==> src/rtl/lcd_seg_pkg.sv <==
package lcd_seg_pkg;
  typedef enum logic [1:0] {
    LVL_V1  = 2'b00,
    LVL_V3  = 2'b01,
    LVL_V4  = 2'b10,
    LVL_VEE = 2'b11
  } drive_lvl_e;
endpackage

==> src/rtl/lcd_strobe_fall.sv <==
module lcd_strobe_fall #(
  parameter int W = 2
) (
  input  logic         clk,
  input  logic         rst_n,
  input  logic [W-1:0] strobe,
  output logic [W-1:0] fall
);
  logic [W-1:0] prev_q;

  // strobes idle high; registered pulse one cycle wide per falling edge
  always_ff @(posedge clk) begin
    if (!rst_n) begin
      prev_q <= '1;
      fall   <= '0;
    end else begin
      prev_q <= strobe;
      fall   <= prev_q & ~strobe;
    end
  end
endmodule

==> src/rtl/lcd_fill_ctrl.sv <==
module lcd_fill_ctrl #(
  parameter int NGRP = 20,
  parameter int CW   = $clog2(NGRP + 1)
) (
  input  logic          clk,
  input  logic          rst_n,
  input  logic          step,
  input  logic          load,
  input  logic          ce_in_n,
  output logic [CW-1:0] cnt,
  output logic          accept,
  output logic          ce_out_n
);
  localparam logic [CW-1:0] FULL = CW'(NGRP);
  localparam logic [CW-1:0] LAST = CW'(NGRP - 1);

  assign accept = step & ~ce_in_n & ~load & (cnt != FULL);

  always_ff @(posedge clk) begin
    if (!rst_n) begin
      cnt      <= '0;
      ce_out_n <= 1'b1;
    end else if (load) begin
      cnt      <= '0;
      ce_out_n <= 1'b1;
    end else if (accept) begin
      cnt <= cnt + 1'b1;
      if (cnt == LAST) ce_out_n <= 1'b0;
    end
  end
endmodule

==> src/rtl/lcd_col_latch.sv <==
module lcd_col_latch #(
  parameter int NIB  = 4,
  parameter int NGRP = 20,
  parameter int CW   = $clog2(NGRP + 1),
  parameter int COLS = NIB * NGRP
) (
  input  logic            clk,
  input  logic            rst_n,
  input  logic            we,
  input  logic [CW-1:0]   cnt,
  input  logic            dir_rev,
  input  logic [NIB-1:0]  nib,
  input  logic            xfer,
  output logic [COLS-1:0] lat1,
  output logic [COLS-1:0] lat2
);
  for (genvar g = 0; g < NGRP; g++) begin : g_grp
    localparam logic [CW-1:0] SLOT_UP = CW'(g);
    localparam logic [CW-1:0] SLOT_DN = CW'(NGRP - 1 - g);
    logic hit;
    assign hit = we & (dir_rev ? (cnt == SLOT_UP) : (cnt == SLOT_DN));

    for (genvar j = 0; j < NIB; j++) begin : g_bit
      always_ff @(posedge clk) begin
        if (!rst_n)   lat1[g*NIB+j] <= 1'b0;
        else if (hit) lat1[g*NIB+j] <= dir_rev ? nib[NIB-1-j] : nib[j];
      end
    end
  end

  always_ff @(posedge clk) begin
    if (!rst_n)    lat2 <= '0;
    else if (xfer) lat2 <= lat1;
  end
endmodule

==> src/rtl/lcd_level_enc.sv <==
module lcd_level_enc
  import lcd_seg_pkg::*;
#(
  parameter int COLS = 80
) (
  input  logic [COLS-1:0]   q,
  input  logic              alt_m,
  input  logic              disp_en,
  output logic [2*COLS-1:0] code
);
  for (genvar c = 0; c < COLS; c++) begin : g_col
    drive_lvl_e lvl;
    always_comb begin
      if (!disp_en) lvl = LVL_V1;
      else begin
        unique case ({alt_m, q[c]})
          2'b00:   lvl = LVL_V3;
          2'b01:   lvl = LVL_V1;
          2'b10:   lvl = LVL_V4;
          default: lvl = LVL_VEE;
        endcase
      end
    end
    assign code[2*c +: 2] = lvl;
  end
endmodule

==> src/rtl/lcd_seg_capture.sv <==
module lcd_seg_capture #(
  parameter int NIB  = 4,
  parameter int NGRP = 20,
  localparam int COLS = NIB * NGRP,
  localparam int CW   = $clog2(NGRP + 1)
) (
  input  logic              clk,
  input  logic              rst_n,
  input  logic              shift_clk,
  input  logic              load_stb,
  input  logic [NIB-1:0]    din,
  input  logic              dir_rev,
  input  logic              ce_in_n,
  input  logic              alt_m,
  input  logic              disp_en,
  output logic              ce_out_n,
  output logic [2*COLS-1:0] drive_code
);
  logic [1:0]      falls;
  logic            sh_fall;
  logic            ld_fall;
  logic [NIB-1:0]  din_q;
  logic [CW-1:0]   fill_cnt;
  logic            accept;
  logic [COLS-1:0] lat1;
  logic [COLS-1:0] lat2;

  lcd_strobe_fall #(.W(2)) u_fall (
    .clk(clk), .rst_n(rst_n),
    .strobe({load_stb, shift_clk}),
    .fall(falls)
  );
  assign sh_fall = falls[0];
  assign ld_fall = falls[1];

  // nibble sampled alongside the shift strobe, aligned with sh_fall
  always_ff @(posedge clk) begin
    if (!rst_n) din_q <= '0;
    else        din_q <= din;
  end

  lcd_fill_ctrl #(.NGRP(NGRP), .CW(CW)) u_ctrl (
    .clk(clk), .rst_n(rst_n),
    .step(sh_fall), .load(ld_fall), .ce_in_n(ce_in_n),
    .cnt(fill_cnt), .accept(accept), .ce_out_n(ce_out_n)
  );

  lcd_col_latch #(.NIB(NIB), .NGRP(NGRP), .CW(CW), .COLS(COLS)) u_lat (
    .clk(clk), .rst_n(rst_n),
    .we(accept), .cnt(fill_cnt), .dir_rev(dir_rev), .nib(din_q),
    .xfer(ld_fall), .lat1(lat1), .lat2(lat2)
  );

  lcd_level_enc #(.COLS(COLS)) u_enc (
    .q(lat2), .alt_m(alt_m), .disp_en(disp_en), .code(drive_code)
  );
endmodule

==> config.mk <==
export PLATFORM = sky130hd
export DESIGN_NAME = lcd_seg_capture
export DESIGN_NICKNAME = d
export VERILOG_FILES = /design/src/rtl/lcd_seg_pkg.sv /design/src/rtl/lcd_strobe_fall.sv /design/src/rtl/lcd_fill_ctrl.sv /design/src/rtl/lcd_col_latch.sv /design/src/rtl/lcd_level_enc.sv /design/src/rtl/lcd_seg_capture.sv
export SDC_FILE = /design/constraint.sdc
export NUM_CORES = 1
export LEC_CHECK = 0
export BUFFER_PORTS_ARGS = -buffer_cell sky130_fd_sc_hd__buf_2
export CORE_UTILIZATION = 45
export CTS_CLUSTER_SIZE = 10
export DETAILED_ROUTE_END_ITERATION = 12
export PLACE_DENSITY = 0.68
export SLEW_MARGIN = 30
export SYNTH_ARGS = -nofsm -noshare
export SYNTH_HDL_FRONTEND = slang
export SYNTH_HIERARCHICAL = 1
export SYNTH_SLANG_ARGS = --single-unit
==> constraint.sdc <==
create_clock -name clk -period 3.1 [get_ports clk]
set_input_delay 0.31 -clock clk [delete_from_list [all_inputs] [get_ports clk]]
set_output_delay 0.31 -clock clk [all_outputs]
set_load 0.01 [all_outputs]
==> key figures, run 1 <==
Synth
  – Area share of the largest cell type after synthesis: 0.4010
  – Async S/R FF share, synth: 0
  – Leading area contributor after synthesis: dfxtp_1
  – Mapped Nets: 885
  – Post-synthesis cell count: 871
  – Synth top area cells: dfxtp_1 (40%), mux2i_1 (19%), xnor2_1 (8.1%)
  – Mean Syn Cell Area: 9.974 um2
  – Synth Flop Type: dfxtp_1
  – Seq cells post-synth: 174
  – Ys Warns: 6
  – Number of synthesized flops with an enable pin: 0
  – Mapped Area: 8687 um2
  – Synth cell types: 37
  – Sequential share of the synthesized area: 0.4010

Timing
  – Slew @ Worst Pin: 860.6 ps
  – Clock Skew: 7.403 ps
  – Setup slack after layout: 482.7 ps
  – Minimum clock period: 2617 ps
  – Tcrit/Tclk final: 0.8443
  – Fmax: 0.3821 GHz
  – Setup TNS: 0 ps
  – # setup viols final: 0
  – Unrepaired setup endpoints after global routing: false
  – Final Hold Vio Count: 0
  – Slew margin rel.: 0.4263
  – Slew Limit Fails: 0

Critical path
  – Worst EP required: 3460 ps
  – Worst setup path end: u_lat/lat1[28]
  – Nature of the critical path endpoint: flop
  – Type of origin of the critical path: flop
  – R2R depth: 8
  – RR Startpoint: u_ctrl/cnt[0]
  – Crit. Startpoint: u_ctrl/cnt[0]
  – Reg-to-reg slack, setup: 480 ps
  – CP Max Fanout: 13
  – Reg2reg end: u_lat/lat1[28]
  – Crit path kind: flop to flop
  – Crit path DAT: 2980 ps

Run
  – Max-cap violations: 0

Drt
  – WL per Instance: 13.78 um
  – Post-route antenna net violation count: 0
  – Drt pass-1 iters: 4
  – Residual DRC count: 0
  – Vias: 5656
  – Iter 0 DRT Violations: 208
  – DR vias/cell: 4.674
  – Final WL: 16670 um

Global routing
  – Initial antenna violation count: 0
  – Grt total ovfl: 0
  – Most crowded layer after global routing: met2
  – Number of global-route vias before repair: 5047
  – Largest net degree at the start of global routing: 87
  – Met2 Resource Use GR: 0.2694
  – Met3 global-route usage: 0.04178
  – Met1 global-route usage: 0.2337
  – GRT Util Overall: 0.1711
  – First-pass GRT wire length: 26660 um

Clock tree
  – Setup bufs post-CTS: 0
  – Clk root buf: clkbuf_16
  – Worst-Skew Late Latency: 430 ps
  – Clock Sinks: 174
  – H-tree depth: 4
  – TritonCTS Buffers: 17
  – CTS resizes: 0
  – Max Buffers Root-to-Sink: 2
  – CTS tree: done
  – Worst-path clk slew: 70 ps
  – Post-CTS Hold Buffers: 0

Cells and area
  – Final Util: 0.5128
  – Final Cell Area: 9656 um2
  – Layout area overhead: 11.15%
  – Share of cells above drive strength 1: 0.2526
  – Ant diodes: 0
  – Layout fillers: 1765
  – Final nets: 951

Power and ir drop
  – Maximum vdd drop: 0.0003934 V
  – Total Power: 4.845 mW
  – Gate power share: 0.092
  – Leakage power: 3.697 nW
  – P_sw: 1.147 mW
  – PD cells: 501.8 nW/um2
  – Internal: 3.698 mW
  – Clock share of power: 0.444
  – Switch share: 0.2367
  – Register share of total power: 0.464

Die
  – I/O pins: 173
  – Core ar.: 18830 um2
  – Die Height: 140.9 um
  – Die X: 140.9 um
  – Die area: 19860 um2
  – Initial core utilization: 0.4613
  – Rows: 50

Placement
  – Dpl hpwl: 10890 um
  – Setup Slack @ Placement: 522.6 ps
  – Input/output buffers: 172
  – Gpl congestion: 0.7730
  – Post-DP Area: 9054 um2

Min path
  – Worst Hold Class: input port to flop

Run status
  – Status: complete, no violations
## cell usage in the layout, fill, tap and decap left out, types with 3 or more instances in the layout
cell / count
clkinv_2: 3
nand4bb_1: 4
buf_2: 170
inv_1: 4
mux2i_1: 161
nand4b_1: 3
or3_1: 4
buf_4: 12
mux2_2: 4
nor3_1: 3
clkbuf_16: 17
nand2b_1: 4
nor2b_1: 81
clkinv_4: 3
o22ai_2: 16
nand2_1: 88
clkbuf_8: 3
dfxtp_1: 173
xnor2_1: 80
and2_1: 84
## cells in the mapped netlist (2+ instances only)
library cell	instances
nand2b_1	4
xnor2_1	80
buf_4	79
nand2_1	88
mux2_2	4
ha_1	2
o22ai_2	16
nor3_1	3
nand4b_1	3
o21ai_0	2
dfxtp_1	174
mux2i_1	161
a21bo_2	2
nor2b_1	81
clkbuf_1	37
buf_6	2
and3b_1	2
buf_2	10
a21bo_1	2
inv_1	4
and2_1	85
buf_8	8
a21oi_1	2
nand4bb_1	4
or3_1	4
## sequential cells by signal, indices dropped and copies added (netlist names)
name,cells
din_q,4
u_lat/lat2,80
u_fall/fall,2
u_ctrl/cnt,5
u_ctrl/ce_out_n,1
u_fall/prev_q,2
u_lat/lat1,80
## worst min path at each step
stage | start | end | slack (ps) | cells past startpoint
finish | shift_clk | u_fall/prev_q[0] | 70 | 2
global route | load_stb | u_fall/prev_q[1] | 60 | 2
CTS | load_stb | u_fall/prev_q[1] | 60 | 2
detailed placement | u_lat/lat1[76] | u_lat/lat1[76] | 450 | 2
global placement | u_lat/lat1[23] | u_lat/lat1[23] | 450 | 2
floorplan | rst_n | u_fall/prev_q[0] | 380 | 1
## cell families after synthesis
| family | count (synthesis) | synth area share |
|---|---|---|
| multiplexers | 165 | 0.1907 |
| buffers and inverters | 140 | 0.1082 |
| flip-flops | 174 | 0.4010 |
| AND/OR/NAND/NOR | 282 | 0.1831 |
| adder cells (fa/ha/maj) | 2 | 0.002880 |
| AO/OA/AOI/OAI | 28 | 0.03356 |
| XOR/XNOR | 80 | 0.08066 |
## power groups by stage
| stage | combinational (mW) | clock (mW) | sequential [mW] |
|---|---|---|---|
| after floorplan | 0.392 | 0 | 2.30 |
| after global placement | 0.453 | 0 | 2.30 |
| after detailed placement | 0.455 | 0 | 2.30 |
| after CTS | 0.455 | 2.19 | 2.25 |
| after global routing | 0.491 | 2.29 | 2.25 |
| final | 0.447 | 2.15 | 2.25 |
## through the flow
| stage | std cells | hold WS, ps |
|---|---|---|
| after floorplan | 871 | 383.0 |
| after global placement | 1178 | 445.2 |
| after detailed placement | 1178 | 448.3 |
| after CTS | 1210 | 60.48 |
| after global routing | 1210 | 59.40 |
| final | 1210 | 73.38 |
## cell type report
type	instances	area, um2	area share
Timing Repair Buffer	183	960.9	0.09952
Multi-Input combinational cell	557	4267	0.4419
Clock buffer	21	470.5	0.04872
Tap cell	260	325.3	0.03369
Sequential cell	174	3487	0.3612
Clock inverter	11	130.1	0.01348
Inverter	4	15.01	0.001555
## critical path: stages, from the launching register on
cell and delay [ps]:
dfxtp_1 540, inv_1 90, ha_1 200, and4b_1 260, nor3_1 190, buf_4 180
or4b_4 530, o22ai_2 350, mux2i_1 220
## layer usage
layer | vias to the layer above | wire length (um)
met2 | 153 | 7401
li1 | 2910 | -
met4 | 0 | 168
met5 | - | 0
met1 | 2580 | 8447
met3 | 13 | 651
Note: power is estimated with default switching activity, not from simulation.
==> run 2: changes to the inputs <==
clock period = 2.5 ns   (was 3.1 ns; I/O delays follow)
==> run 2 against run 1 <==
Core utilization increased by 0.17 points. Clock-buffer cell count fell by 2. First-iteration DRC count is 30% higher. Global-route usage up 0.11 points. Largest power group unchanged. Fmax up 17%. Sequential cell count did not move. Power up 22%. Critical path depth stayed put.
==> key figures, run 2 (synthesized netlist as in run 1, its figures left out) <==
Drt
  – Vias: 5720
  – Post-route antenna net violation count: 0
  – DR vias/cell: 4.700
  – Residual DRC count: 0
  – Drt pass-1 iters: 4
  – Iter 0 DRT Violations: 271
  – WL per Instance: 13.64 um
  – Final WL: 16600 um

Min path
  – Worst Hold Class: input port to flop
  – Hold path start: shift_clk
  – Hold EP: u_fall/prev_q[0]
  – WHS Path Cells: 2

Cells and area
  – Area of the multi-input gates: 4270 um2
  – Regs by FF count: u_lat/lat1 x80, u_lat/lat2 x80, u_ctrl/cnt x5
  – Share of cells above drive strength 1: 0.2591
  – Layout area overhead: 11.51%
  – Reg area: 3487 um2
  – Layout fillers: 1727
  – Ant diodes: 0
  – Final Util: 0.5144
  – Final nets: 959
  – Commonest cells after routing, fill and taps aside: dfxtp_1 (173), buf_2 (170), mux2i_1 (161)
  – Most common cell after layout, fill and taps aside: dfxtp_1

Critical path
  – Reg2reg end: u_lat/lat1[55]
  – Reg-to-reg slack, setup: 270 ps
  – Buf+Inv Stages, Crit Path: 2
  – Crit path kind: flop to flop
  – Nature of the critical path endpoint: flop
  – Worst EP required: 2850 ps
  – Crit-path slowest cell: o22ai_2
  – Crit. Startpoint: u_ctrl/cnt[0]
  – CP Max Fanout: 7
  – RR Startpoint: u_ctrl/cnt[0]
  – CP delay by family, top: simple AND/OR/NAND/NOR gates
  – R2R depth: 8
  – Crit-path cells: inv_1, ha_1, and4b_1, nor3_2, buf_4, nand4b_1, o22ai_2, mux2i_1
  – Type of origin of the critical path: flop
  – Max incr delay on CP: 460 ps
  – Crit path DAT: 2580 ps

Clock tree
  – CTS tree: done
  – H-tree depth: 4
  – TritonCTS Buffers: 17
  – Post-CTS Hold Buffers: 0
  – Worst-Skew Late Latency: 420 ps
  – Max Buffers Root-to-Sink: 2
  – Clock Sinks: 174
  – Worst-path clk slew: 70 ps
  – Clk root buf: clkbuf_16
  – CTS resizes: 0
  – Setup bufs post-CTS: 0

Die
  – Die area: 19860 um2
  – I/O pins: 173
  – Core ar.: 18830 um2
  – Initial core utilization: 0.4613
  – Rows: 50
  – Die Height: 140.9 um
  – Die X: 140.9 um

Run
  – Max-cap violations: 0

Timing
  – Clock Skew: 7.306 ps
  – Final Hold Vio Count: 0
  – Slew margin rel.: 0.4040
  – Fmax: 0.4488 GHz
  – Minimum clock period: 2228 ps
  – Setup TNS: 0 ps
  – # setup viols final: 0
  – Slew Limit Fails: 0
  – Tcrit/Tclk final: 0.8913
  – Unrepaired setup endpoints after global routing: false
  – Slew @ Worst Pin: 894.0 ps

Global routing
  – First-pass GRT wire length: 26920 um
  – Largest net degree at the start of global routing: 81
  – GRT Util Overall: 0.1723
  – Grt total ovfl: 0
  – Number of global-route vias before repair: 5160
  – Initial antenna violation count: 0

Power and ir drop
  – PD cells: 611.9 nW/um2
  – Leakage power: 3.703 nW
  – Maximum vdd drop: 0.0005115 V

Placement
  – Input/output buffers: 172
  – Dpl hpwl: 11410 um
  – Gpl congestion: 0.8141

Run status
  – Status: complete, no violations
## run 2: how the worst max path moves through the flow
stage / to / slack (ps) / cells past startpoint
after floorplan: u_lat/lat1[28] / 40 / 8
after global placement: u_lat/lat1[52] / 320 / 8
after detailed placement: u_lat/lat1[55] / 280 / 8
after CTS: u_lat/lat1[51] / 260 / 8
after global routing: u_lat/lat1[70] / 110 / 8
final: u_lat/lat1[55] / 270 / 8
## run 2: per-layer routing
metal | vias up | share of wire | track usage
li1 | 2915 | - | -
met2 | 142 | 0.46 | 0.2817
met1 | 2655 | 0.50 | 0.2294
met5 | - | 0 | 0
met3 | 8 | 0.033 | 0.03601
met4 | 0 | 0.0087 | 0.04805
## run 2: cell type report
class | count | area share
clock buffer | 19 | 0.04572
clock inverter | 12 | 0.01421
multi-input combinational | 557 | 0.4408
sequential | 174 | 0.3600
tap | 260 | 0.03358
inverter | 4 | 0.001550
timing repair buffer | 191 | 0.1041
## run 2: stage by stage
step                hold slack (ps)  instances  power [mW]  worst slack [ps]  area, um2
finish                        15.46       1217       5.927             271.7       9687
global route                  9.363       1217       6.179             112.6       9687
CTS                           2.396       1217       5.996             264.5       9687
detailed placement            447.5       1186       3.417             277.0       9106
global placement              441.5       1186       3.416             319.7       9106
floorplan                     323.0        871       3.329             37.35       8693
## run 2: report_power, final
group          internal (mW)  leakage, nW  switching [mW]  total, mW
combinational          0.246         2.03           0.314      0.560
clock                   1.50        0.268            1.08       2.58
sequential              2.78         1.40         0.00463       2.78
## run 2: worst reg2reg max path, cell delays in order, from the launching register on
cell,delay [ps]
dfxtp_1,330
inv_1,40
ha_1,180
and4b_1,280
nor3_2,190
buf_4,170
nand4b_1,280
o22ai_2,460
mux2i_1,220
